[config.mk]
export PLATFORM = sky130hd
export DESIGN_NAME = rail_en_ctrl
export DESIGN_NICKNAME = d
export VERILOG_FILES = /design/src/rtl/rail_en_pkg.sv /design/src/rtl/rail_en_sync.sv /design/src/rtl/rail_en_edge.sv /design/src/rtl/rail_en_timer.sv /design/src/rtl/rail_en_out.sv /design/src/rtl/rail_en_ctrl.sv
export SDC_FILE = /design/constraint.sdc
export NUM_CORES = 1
export LEC_CHECK = 0
export ABC_AREA = 1
export BUFFER_PORTS_ARGS = -buffer_cell sky130_fd_sc_hd__buf_2
export CORE_AREA = 4 4 62 87
export DETAILED_ROUTE_END_ITERATION = 8
export DIE_AREA = 0 0 66 91
export PLACE_DENSITY = 0.73
export SLEW_MARGIN = 20
export SYNTH_ARGS = -nofsm -noshare
export SYNTH_HDL_FRONTEND = slang
export SYNTH_SLANG_ARGS = --single-unit
export TNS_END_PERCENT = 20
[constraint.sdc]
create_clock -name clk -period 1.7 [get_ports clk]
set_clock_uncertainty 0.05 [all_clocks]
set_input_delay 0.085 -clock clk [delete_from_list [all_inputs] [get_ports clk]]
set_output_delay 0.085 -clock clk [all_outputs]
set_load 0.01 [all_outputs]
[src/rtl/rail_en_pkg.sv]
// Shared types for the regulator enable controller.
// Assumes nothing beyond IEEE 1800-2017 packages.
package rail_en_pkg;

    // Kind of delayed action waiting in the timer.
    typedef enum logic [1:0] {
        PEND_NONE = 2'd0,
        PEND_UP   = 2'd1,
        PEND_DN   = 2'd2
    } pend_t;

endpackage

[src/rtl/rail_en_sync.sv]
// Two-flop synchronizer bank, one chain per asynchronous pin.
// Assumes the pins are quasi-static relative to the clock (enable pins).
module rail_en_sync #(
    parameter int W = 3
) (
    input  logic         clk,
    input  logic         rst_n,
    input  logic [W-1:0] d,
    output logic [W-1:0] q
);

    logic [W-1:0] meta_q;
    logic [W-1:0] sync_q;

    for (genvar i = 0; i < W; i++) begin : g_chain
        // Two register stages per pin to settle metastability.
        always_ff @(posedge clk) begin
            if (!rst_n) begin
                meta_q[i] <= 1'b0;
                sync_q[i] <= 1'b0;
            end else begin
                meta_q[i] <= d[i];
                sync_q[i] <= meta_q[i];
            end
        end
    end

    assign q = sync_q;

endmodule

[src/rtl/rail_en_edge.sv]
// Picks the controlling pin and detects its edges.
// Assumes synchronized inputs. A selector change or register-control period
// re-seeds the level history, so no edge is reported on the new pin.
module rail_en_edge #(
    parameter int NPIN = 3,
    parameter int SELW = 2
) (
    input  logic            clk,
    input  logic            rst_n,
    input  logic [NPIN-1:0] pins_s,
    input  logic [SELW-1:0] sel,
    input  logic            pin_mode,
    output logic            level,
    output logic            rise,
    output logic            fall
);

    logic [SELW-1:0] sel_idx;
    logic [SELW-1:0] sel_q;
    logic            lvl_q;
    logic            same_pin;

    // Map reserved selector codes onto the first pin.
    always_comb begin
        if (int'(sel) >= NPIN) sel_idx = '0;
        else                   sel_idx = sel;
    end

    assign level    = pins_s[sel_idx];
    assign same_pin = (sel_idx == sel_q);

    // Edge flags are qualified by pin mode and an unchanged selection.
    always_comb begin
        rise = pin_mode && same_pin &&  level && !lvl_q;
        fall = pin_mode && same_pin && !level &&  lvl_q;
    end

    // Remember the previous level and the selection it belongs to.
    always_ff @(posedge clk) begin
        if (!rst_n) begin
            sel_q <= '0;
            lvl_q <= 1'b0;
        end else begin
            sel_q <= sel_idx;
            lvl_q <= level;
        end
    end

endmodule

[src/rtl/rail_en_timer.sv]
// Holds the delayed pin state and counts the startup/shutdown delays.
// Assumes TICK_CYC >= 1. A code of 0 applies the edge in the cycle it is
// seen. An opposite edge replaces a pending action (a newest-edge-wins rule).
module rail_en_timer
    import rail_en_pkg::*;
#(
    parameter int DW       = 4,
    parameter int TICK_CYC = 100000
) (
    input  logic          clk,
    input  logic          rst_n,
    input  logic          track,
    input  logic          level,
    input  logic          rise,
    input  logic          fall,
    input  logic [DW-1:0] up_code,
    input  logic [DW-1:0] dn_code,
    output logic          pin_on,
    output logic          pend_up,
    output logic          pend_dn
);

    localparam int TW = (TICK_CYC > 1) ? $clog2(TICK_CYC) : 1;
    localparam logic [TW-1:0] TICK_LAST = TW'(TICK_CYC - 1);

    pend_t         pend_q;
    logic [TW-1:0] tick_q;
    logic [DW-1:0] steps_q;
    logic          on_q;

    // State and countdown update; edges take priority over expiry.
    always_ff @(posedge clk) begin
        if (!rst_n) begin
            on_q    <= 1'b0;
            pend_q  <= PEND_NONE;
            tick_q  <= '0;
            steps_q <= '0;
        end else if (track) begin
            on_q    <= level;
            pend_q  <= PEND_NONE;
            tick_q  <= '0;
        end else if (rise) begin
            tick_q <= '0;
            if (up_code == '0) begin
                on_q   <= 1'b1;
                pend_q <= PEND_NONE;
            end else begin
                pend_q  <= PEND_UP;
                steps_q <= up_code;
            end
        end else if (fall) begin
            tick_q <= '0;
            if (dn_code == '0) begin
                on_q   <= 1'b0;
                pend_q <= PEND_NONE;
            end else begin
                pend_q  <= PEND_DN;
                steps_q <= dn_code;
            end
        end else if (pend_q != PEND_NONE) begin
            if (tick_q == TICK_LAST) begin
                tick_q <= '0;
                if (steps_q == DW'(1)) begin
                    on_q   <= (pend_q == PEND_UP);
                    pend_q <= PEND_NONE;
                end else begin
                    steps_q <= steps_q - DW'(1);
                end
            end else begin
                tick_q <= tick_q + TW'(1);
            end
        end
    end

    assign pin_on  = on_q;
    assign pend_up = (pend_q == PEND_UP);
    assign pend_dn = (pend_q == PEND_DN);

endmodule

[src/rtl/rail_en_out.sv]
// Resolves the control mode into the registered enable and voltage code.
// Assumes the pin state comes from rail_en_timer. The code is 0 while off.
module rail_en_out #(
    parameter int VW = 8
) (
    input  logic          clk,
    input  logic          rst_n,
    input  logic          cfg_enable,
    input  logic          cfg_pin_mode,
    input  logic          cfg_roof_floor,
    input  logic          pin_on,
    input  logic [VW-1:0] cfg_vcode,
    input  logic [VW-1:0] cfg_vfloor,
    output logic          rail_on,
    output logic [VW-1:0] rail_vcode
);

    logic          on_d;
    logic [VW-1:0] code_d;

    // Priority: master enable, then direct control, then the pin modes.
    always_comb begin
        if (!cfg_enable) begin
            on_d   = 1'b0;
            code_d = '0;
        end else if (!cfg_pin_mode) begin
            on_d   = 1'b1;
            code_d = cfg_vcode;
        end else if (cfg_roof_floor) begin
            on_d   = 1'b1;
            code_d = pin_on ? cfg_vcode : cfg_vfloor;
        end else begin
            on_d   = pin_on;
            code_d = pin_on ? cfg_vcode : '0;
        end
    end

    // Output register.
    always_ff @(posedge clk) begin
        if (!rst_n) begin
            rail_on    <= 1'b0;
            rail_vcode <= '0;
        end else begin
            rail_on    <= on_d;
            rail_vcode <= code_d;
        end
    end

endmodule

[src/rtl/rail_en_ctrl.sv]
// Top level: regulator enable and voltage-select controller.
// Assumes en_pin is asynchronous and all cfg_* inputs are synchronous to clk.
module rail_en_ctrl #(
    parameter int NPIN     = 3,
    parameter int SELW     = 2,
    parameter int DW       = 4,
    parameter int VW       = 8,
    parameter int TICK_CYC = 100000
) (
    input  logic            clk,
    input  logic            rst_n,
    input  logic            cfg_enable,
    input  logic            cfg_pin_mode,
    input  logic [SELW-1:0] cfg_pin_sel,
    input  logic            cfg_roof_floor,
    input  logic [DW-1:0]   cfg_up_dly,
    input  logic [DW-1:0]   cfg_dn_dly,
    input  logic [VW-1:0]   cfg_vcode,
    input  logic [VW-1:0]   cfg_vfloor,
    input  logic [NPIN-1:0] en_pin,
    output logic            rail_on,
    output logic [VW-1:0]   rail_vcode
);

    logic [NPIN-1:0] pins_s;
    logic            pin_mode;
    logic            sel_level;
    logic            edge_rise;
    logic            edge_fall;
    logic            pin_on;
    logic            pend_up;
    logic            pend_dn;

    assign pin_mode = cfg_enable && cfg_pin_mode;

    rail_en_sync #(.W(NPIN)) u_sync (
        .clk   (clk),
        .rst_n (rst_n),
        .d     (en_pin),
        .q     (pins_s)
    );

    rail_en_edge #(.NPIN(NPIN), .SELW(SELW)) u_edge (
        .clk      (clk),
        .rst_n    (rst_n),
        .pins_s   (pins_s),
        .sel      (cfg_pin_sel),
        .pin_mode (pin_mode),
        .level    (sel_level),
        .rise     (edge_rise),
        .fall     (edge_fall)
    );

    rail_en_timer #(.DW(DW), .TICK_CYC(TICK_CYC)) u_timer (
        .clk     (clk),
        .rst_n   (rst_n),
        .track   (!pin_mode),
        .level   (sel_level),
        .rise    (edge_rise),
        .fall    (edge_fall),
        .up_code (cfg_up_dly),
        .dn_code (cfg_dn_dly),
        .pin_on  (pin_on),
        .pend_up (pend_up),
        .pend_dn (pend_dn)
    );

    rail_en_out #(.VW(VW)) u_out (
        .clk            (clk),
        .rst_n          (rst_n),
        .cfg_enable     (cfg_enable),
        .cfg_pin_mode   (cfg_pin_mode),
        .cfg_roof_floor (cfg_roof_floor),
        .pin_on         (pin_on),
        .cfg_vcode      (cfg_vcode),
        .cfg_vfloor     (cfg_vfloor),
        .rail_on        (rail_on),
        .rail_vcode     (rail_vcode)
    );

endmodule

# After elaboration in Yosys (flattened, before gate mapping)
# Index checks and enable logic that the tools add are counted.
dict set report totals {
  inputBits 34
  register_bits 42
  word_cells 84
  output_inout_bits 9
}
dict set report op_classes {
  bitwise_logic 2
  n_mux 32
  n_eq_ne 12
  n_lt_le_gt_ge 2
  n_addsub 2
  reduce_logical 20
}
# cell count
set ops {}
lappend ops {{2-to-1 mux 8 bit} 4}
lappend ops {{2-to-1 mux 4 bit} 7}
lappend ops {{adder 17 x 1 -> 17 bit, second input constant} 1}
lappend ops {{== test 17 bit, second input constant} 1}
lappend ops {{2-to-1 mux 17 bit} 1}
lappend ops {{inequality test 4 x 3 -> 1 bit, second input constant} 4}
lappend ops {{2-to-1 mux 2 bit} 7}
lappend ops {{2-to-1 mux 1 bit} 12}
lappend ops {{nonzero test 3 bit} 3}
lappend ops {{logical NOT 4 bit} 2}
lappend ops {{logical AND 1 bit} 6}
lappend ops {{inequality test 3 bit, second input constant} 2}
lappend ops {{AND reduction 6 bit} 1}
lappend ops {{AND reduction 5 bit} 1}
lappend ops {{== test 4 x 1 -> 1 bit, second input constant} 1}
lappend ops {{AND reduction 2 bit} 2}
lappend ops {{OR reduction 4 bit} 1}
lappend ops {{subtractor 4 x 1 -> 4 bit, second input constant} 1}
lappend ops {{< comparator 2 x 3 -> 1 bit, second input constant} 1}
lappend ops {{inequality test 3 x 2 -> 1 bit, second input constant} 1}
lappend ops {{AND reduction 3 bit} 1}
lappend ops {{binary-select mux 1 bit (select 2 bit)} 1}
lappend ops {{== test 2 x 1 -> 1 bit, second input constant} 1}
lappend ops {{== test 2 bit} 1}
lappend ops {{5 further kinds} 7}

# Longest topological paths before layout
# Gate-level depths: netlist of the first run.
dict set report logic_depth {
  word_depth 10
  depth_mapped 12
  depth_no_buf 12
}

# Modules after synthesis
# Synthesis of the first run repeated with hierarchy kept, for this count alone.
dict set report hier_totals {
  hier_cells 356
  area_unflattened_um2 2317.2
}
# mod seq_area_each_um2 cells_each n_inst area_each_um2
set modules_own_cells {}
lappend modules_own_cells {rail_en_timer 480.5 231 1 1514.0}
lappend modules_own_cells {rail_en_out 180.2 72 1 432.9}
lappend modules_own_cells {rail_en_edge 60.1 33 1 195.2}
lappend modules_own_cells {rail_en_sync 120.1 18 1 165.2}
lappend modules_own_cells {rail_en_ctrl 0.0 2 1 10.0}

# Worst setup path after synthesis of the first run
# No wires, ideal clock.
dict set report synth_timing {
  path_kind {register to register}
  startpoint {register u_timer.tick_q[0]}
  endpoint {register u_timer.tick_q[14]}
  period_less_slack_ns 1.598
  path_stages_with_launch 11
  setup_time_ns 0.123
  t_arrival_ns 1.426
  setup_slack_ns 0.102
  path_buffers 0
  required_time_ns 1.527
  path_cell_list {dfxtp_1 ha_1 nand2_1 inv_1 nand2_1 nor2_1 nand2_1 nor2_1 nand3_1 nor3_1 nor3_2}
}
dict set report synth_via {
  elab_chain_cells 2
  elab_cells_between_ends 3
  cone_classes {add/sub (1); eq/ne (1); mux (1)}
}
# element line
set synth_rtl {}
lappend synth_rtl {{start: declaration} rail_en_timer.sv:27} ;# logic [TW-1:0] tick_q;
lappend synth_rtl {{start signal: assignment} rail_en_timer.sv:70} ;# tick_q <= tick_q + TW'(1);
lappend synth_rtl {{adder 17 x 1 -> 17 bit / == test 17 bit (equally long branches)} {rail_en_timer.sv:70, rail_en_timer.sv:61}}
lappend synth_rtl {{2-to-1 mux 17 bit (*)} rail_en_timer.sv:61} ;# if (tick_q == TICK_LAST) begin
# Mark *: on every way between the ends. The rest lies on a longest branch, timed or not.
# A chain may end at the register's enable or synchronous reset.

# Worst setup path after layout of the first run
dict set report layout_timing {
  startpoint {register u_timer.tick_q[1]}
  endpoint {register u_timer.tick_q[14]}
}
# Same word-level chain as after synthesis.

==> flow_summary_export.csv, run 1 <==
group,metric,value,unit
setup_path,r2r_end,"u_timer.tick_q[14]",
power_and_ir_drop,sw_frac_of_total,26.00,%
floorplan,fp.dieArea,0.006006,sq mm
logic_synthesis,ys_types,32,
detailed_routing,first_iter_violations,70,
sta,period_needed,1664,ps
floorplan,rows,29,
logic_synthesis,yosysWarnings,0,
clock_tree,clk_pin_slew,80,ps
detailed_routing,routed_wirelength,5.255,mm
logic_synthesis,ys_seq_area_share,37.77,%
worst_hold_path,hp-start,"cfg_vcode[3]",
grt,grt_max_degree,14,
logic_synthesis,ys_ff_latch,42,
power_and_ir_drop,ir_drop,0.6394,mV
sta,setup_violations,0,
layout,antenna_cells,0,
grt,grt-ovfl-total,0,
layout,final_nets,421,
sta,fin_ws,36.10,ps
clock_tree,cts_tree,"yes",
worst_hold_path,min_to,"u_out.rail_vcode[3]",
grt,grt_antenna_before_repair,0,
power_and_ir_drop,power.density,668.7,mW/mm^2
run_status,status,"finished, final reports clean",
grt,grt_pass1_wl,8.507,mm
logic_synthesis,synth_fp_nets,353,
layout,final_core_util,62.21,%
setup_path,r2r_slack,40,ps
setup_path,crit_path_max_fanout,3,
logic_synthesis,syn-cell-area,0.002226,sq mm
floorplan,die_y,91,microns
clock_tree,root_buffer,"clkbuf_8",
sta,rsz0062_at_grt,"yes",
logic_synthesis,syn_area_per_cell,7.044,sq um
power_and_ir_drop,comb_power_share,12.5,%
setup_path,endpoint_kind,"flop",
power_and_ir_drop,clkPwrFrac,33.3,%
floorplan,coreArea,0.004536,sq mm
sta,max_freq,601.0,MHz
setup_path,worstSetupPathType,"flop to flop",
placed_design,hpwl,3.919,mm
sta,fin_setup_tns,0,ps
layout,regArea,847.1,sq um
setup_path,crit-reg2reg-launch,"u_timer.tick_q[1]",
floorplan,die_w,66,microns
run,maxCapViolCount,0,
placed_design,io_buffers,42,
logic_synthesis,netlist_instances,316,
detailed_routing,ant_nets,0,
sta,post-route-period-util,97.88,%
logic_synthesis,synth_edf_count,0,
sta,hold_violations,0,
detailed_routing,drcViolationCount,0,
placed_design,place_congestion,0.8845,
setup_path,critPathArrivalTime,1830,ps
floorplan,io_pins,43,
logic_synthesis,async_reset_ff_share,0,%
detailed_routing,wl_per_cell,11.76,microns
power_and_ir_drop,p_int,1.396,mW
setup_path,startpoint_type,"flop",
detailed_routing,num_vias,2217,
clock_tree,cts_inserted_buffers,5,
clock_tree,cts_htree_levels,2,
layout,area_growth,26.76,%
worst_hold_path,holdPathStages,3,
grt,track_usage,17.79,%
setup_path,crit_start,"u_timer.tick_q[1]",
setup_path,crit_required,1870,ps
grt,grt_pass1_vias,2009,
power_and_ir_drop,power_switching,0.4906,mW
clock_tree,clockBufferDepth,2,
sta,slew_viol_final,0,
logic_synthesis,synth_ff_type,"dfxtp_1",
placed_design,dpl_worst_slack,-2.508,ps
floorplan,start_util,49.08,%
clock_tree,insertion_delay,300,ps
worst_hold_path,hp-class,"input pin to flop",
layout,fillerInstances,412,
sta,worst_pin_slew,543.8,ps
power_and_ir_drop,pwr-share-seq,54.2,%
setup_path,r2r_cells,11,
layout,drive_gt1_share,29.09,%
layout,multi_input_area,0.001240,sq mm
power_and_ir_drop,p_leak,1.312,nW
sta,slew_headroom,63.61,%
clock_tree,cts_sinks,42,
detailed_routing,vias_per_cell,4.960,
detailed_routing,firstDrtPassIters,4,
[worst max-delay path, stage by stage, from the launching register on]
cell and delay [ps]:
dfxtp_4 370, ha_4 140, nand2_1 70, inv_2 80
nand2_2 80, nor2_4 140, nand2_1 90, nor2_2 170
nand3_2 100, nor2_1 120, nor2_1 60, nor3_2 130
[worst max path at each step]
stage                         end  slack [ps]
3_5_place_dp   u_timer.tick_q[14]          -3
3_3_place_gp   u_timer.tick_q[14]          70
2_1_floorplan  u_timer.tick_q[14]         100
4_1_cts        u_timer.tick_q[14]          10
6_report       u_timer.tick_q[14]          40
5_1_grt        u_timer.tick_q[14]         -70
[cells in the final DEF (no fill, tap or decap), types with 3 or more instances in the layout]
cell type / n
a21oi_1: 11
buf_2: 42
buf_4: 20
clkbuf_8: 5
dfxtp_1: 39
dlygate4sd3_1: 3
inv_1: 41
inv_2: 5
nand2_1: 60
nand2_2: 6
nand3_1: 18
nand3_2: 5
nand4_1: 13
nor2_1: 43
nor2_2: 7
nor3_1: 25
nor3_2: 5
nor3b_2: 3
xor2_1: 6
[power groups by stage]
stage | logic (mW) | registers (mW) | clock network (mW)
global route | 0.267 | 1.03 | 0.689
CTS | 0.236 | 1.02 | 0.652
floorplan | 0.141 | 1.05 | 0
finish | 0.236 | 1.02 | 0.629
global placement | 0.224 | 1.05 | 0
detailed placement | 0.229 | 1.05 | 0
[routing by layer]
metal | global-route usage, % | wire length, microns
met2 | 32.72 | 2962
met5 | 0 | 0
met4 | 8.983 | 124
met3 | 3.333 | 174
met1 | 18.61 | 1993
[repair_timing]
item / CTS / global route
pin swaps: 0 / 5
hold buffers: 3 / 0
setup buffers: 0 / 2
endpoints found under the hold margin: 3 / 0
endpoints found under the setup margin: 2 / 16
resized for setup: 1 / 18
[through the flow]
stage / hold slack [ps] / instances / area (sq um) / total power, mW
3_3_place_gp: 216.0 / 434 / 2625 / 1.270
5_1_grt: 18.48 / 447 / 2821 / 1.982
6_report: 14.13 / 447 / 2821 / 1.887
2_1_floorplan: 132.6 / 316 / 2226 / 1.186
3_5_place_dp: 219.2 / 434 / 2625 / 1.275
4_1_cts: 4.890 / 445 / 2744 / 1.912
[logic make-up after synthesis]
kind of cell,Yosys count,share of synthesized area [%]
flip-flops,42,37.77
buffers and inverters,52,9.162
adder cells (fa/ha/maj),3,1.687
XOR/XNOR,8,3.148
AND/OR/NAND/NOR,197,44.80
AO/OA/AOI/OAI,14,3.429
[sequential cells by signal (all words and copies together), names as in the netlist]
register / flops
u_sync.meta_q: 3
u_out.rail_vcode: 8
u_edge.sel_q: 2
u_timer.steps_q: 4
u_sync.q: 3
u_timer.tick_q: 17
u_timer.pend_q: 2
u_edge.lvl_q: 1
u_out.rail_on: 1
u_timer.pin_on: 1
[cell type report]
class,count,share of cell area [%]
multi-input combinational,222,43.95
sequential,42,30.02
clock inverter,2,0.4878
timing repair buffer,65,13.84
tap,62,2.749
inverter,48,6.386
clock buffer,6,2.572
[synthesized netlist by cell type (4+ instances only)]
library cell / instances / area share (%)
nand2_1: 62 / 10
xor2_1: 6 / 2.4
nand3_1: 19 / 4.3
nand3_2: 5 / 2.2
nand2_2: 4 / 1.1
inv_2: 4 / 0.67
inv_1: 42 / 7.1
a21oi_1: 11 / 2.5
nor3_2: 5 / 2.2
nor2_1: 48 / 8.1
nand4_1: 13 / 3.7
nor3_1: 26 / 5.8
dfxtp_1: 42 / 38
Power figures use the tool's default switching activity.
==> run 2: changes to the inputs <==
--- a/config.mk
+++ b/config.mk
@@ -12,4 +12,5 @@
 export DIE_AREA = 0 0 66 91
 export PLACE_DENSITY = 0.73
+export RECOVER_POWER = 25
 export SLEW_MARGIN = 20
 export SYNTH_ARGS = -nofsm -noshare
--- a/constraint.sdc
+++ b/constraint.sdc
@@ -3,3 +3,3 @@
 set_input_delay 0.085 -clock clk [delete_from_list [all_inputs] [get_ports clk]]
 set_output_delay 0.085 -clock clk [all_outputs]
-set_load 0.01 [all_outputs]
+set_load 0.05 [all_outputs]
==> run 2 against run 1 <==
  * Global-route usage did not move
  * Critical path depth is the same
  * Final area shrank 0.31%
  * Sequential power barely moved
  * Critical path type unchanged
  * Largest power group unchanged
  * Highest routed layer unchanged
==> flow_summary_export.csv, run 2 (synthesis results as in run 1) <==
group,metric,value,unit
setup_path,critPathArrivalTime,1830,ps
layout,area_growth,26.36,%
floorplan,coreArea,0.004536,sq mm
power_and_ir_drop,p_leak,1.299,nW
placed_design,dp.cells,434,
setup_path,endpoint_kind,"flop",
setup_path,crit_path_max_fanout,3,
sta,post-route-period-util,97.89,%
layout,final_common_cell,"nand2_1",
floorplan,die_y,91,microns
grt,grt_max_degree,14,
floorplan,rows,29,
sta,worst_pin_slew,615.0,ps
detailed_routing,num_vias,2214,
clock_tree,cts_tree,"yes",
detailed_routing,wl_per_cell,11.74,microns
layout,stdcell_count,447,
setup_path,max_stage_delay,370,ps
setup_path,worstSetupPathType,"flop to flop",
layout,antenna_cells,0,
floorplan,die_w,66,microns
setup_path,crit_required,1870,ps
setup_path,slowest_stage,"dfxtp_4",
placed_design,place_congestion,0.8845,
grt,busiest_layer,"met2",
detailed_routing,first_iter_violations,72,
layout,fin_area,0.002813,sq mm
run_status,status,"finished, final reports clean",
placed_design,placed_area,0.002625,sq mm
layout,final_cell_mix,"nand2_1, nor2_1, inv_1",
layout,drive_gt1_share,27.79,%
clock_tree,clockBufferDepth,2,
layout,reg.largest.list,"u_timer.tick_q: 17 flops, u_out.rail_vcode: 8 flops, u_timer.steps_q: 4 flops",
clock_tree,cts_inserted_buffers,5,
grt,grt-ovfl-total,0,
grt,grt_antenna_before_repair,0,
sta,slew_viol_final,0,
layout,largest_register_ffs,17,
grt,met3_usage,3.333,%
floorplan,start_util,49.08,%
placed_design,dpl_worst_slack,-2.508,ps
power_and_ir_drop,finalPower,1.920,mW
placed_design,io_buffers,42,
sta,fin_ws,35.79,ps
grt,grt_pass1_vias,2009,
clock_tree,insertion_delay,300,ps
setup_path,cp_num_buf_inv,1,
clock_tree,root_buffer,"clkbuf_8",
detailed_routing,routed_wirelength,5.248,mm
sta,setup_violations,0,
power_and_ir_drop,power.density,682.5,mW/mm^2
floorplan,fp.dieArea,0.006006,sq mm
sta,slew_headroom,59.18,%
clock_tree,clk_pin_slew,80,ps
sta,hold_violations,0,
grt,grt_use_met2,32.72,%
power_and_ir_drop,ir_drop,0.6595,mV
setup_path,crit_chain,"ha_4, nand2_1, inv_2, nand2_2, nor2_4, nand2_1, nor2_2, nand3_2, nor2_1, nor2_1, nor3_2",
placed_design,hpwl,3.919,mm
setup_path,cp_top_family,"simple AND/OR/NAND/NOR gates",
grt,grt_pass1_wl,8.507,mm
run,maxCapViolCount,0,
grt,track_usage,17.79,%
setup_path,startpoint_type,"flop",
layout,top_register,"u_timer.tick_q",
clock_tree,cts_htree_levels,2,
floorplan,io_pins,43,
sta,max_freq,600.9,MHz
sta,period_needed,1664,ps
grt,grtUsageMet1,18.61,%
clock_tree,cts_sinks,42,
layout,final_nets,421,
detailed_routing,firstDrtPassIters,4,
detailed_routing,ant_nets,0,
detailed_routing,vias_per_cell,4.953,
sta,rsz0062_at_grt,"yes",
worst_hold_path,hp-class,"input pin to flop",
detailed_routing,drcViolationCount,0,
-- run 2: per-layer routing --
| metal | vias to the layer above | wire length, microns |
|---|---|---|
| li1 | 1147 | - |
| met1 | 1001 | 1988 |
| met2 | 48 | 2937 |
| met3 | 18 | 178 |
| met4 | 0 | 143 |
| met5 | - | 0 |
-- run 2: power by group --
group / switching (mW) / internal (mW) / leakage (nW)
registers: 0.0152 / 1.01 / 0.344
clock network: 0.339 / 0.290 / 0.0452
logic: 0.171 / 0.0977 / 0.911
-- run 2: cell type report --
class                           instances  area (sq um)
Inverter                               48         180.2
Tap cell                               62         77.57
Clock inverter                          2         13.76
Multi-Input combinational cell        222          1235
Fill cell                             417          1723
Clock buffer                            6         72.57
Timing Repair Buffer                   65         386.6
Sequential cell                        42         847.1
-- run 2: repair_timing --
item                                    4_1_cts  5_1_grt
endpoints found under the setup margin        2       16
pin swaps                                     0        5
hold buffers                                  3        0
setup buffers                                 0        2
resized for setup                             1       18
endpoints found under the hold margin         3        0
-- run 2: final timing paths --
kind	start	to	slack, ps	depth (start not counted)
hold reg to reg	u_sync.meta_q[1]	u_sync.q[1]	360	2
setup reg to reg	u_timer.tick_q[1]	u_timer.tick_q[14]	40	11
setup / recovery	u_timer.tick_q[1]	u_timer.tick_q[14]	40	11
hold / removal	cfg_vcode[3]	u_out.rail_vcode[3]	10	3
-- run 2: per-stage QoR --
step           hold slack, ps  TNS (ps)  utilization (%)
3_3_place_gp            216.0         0            57.88
6_report                14.15         0            62.01
2_1_floorplan           132.6         0                -
5_1_grt                 18.48    -125.3            62.01
3_5_place_dp            219.2    -2.508            57.88
4_1_cts                 4.890         0            60.50
-- run 2: worst min-delay path, cell delays in order --
cell and delay (ps):
buf_2 90, nor2_1 90, nor3_1 50
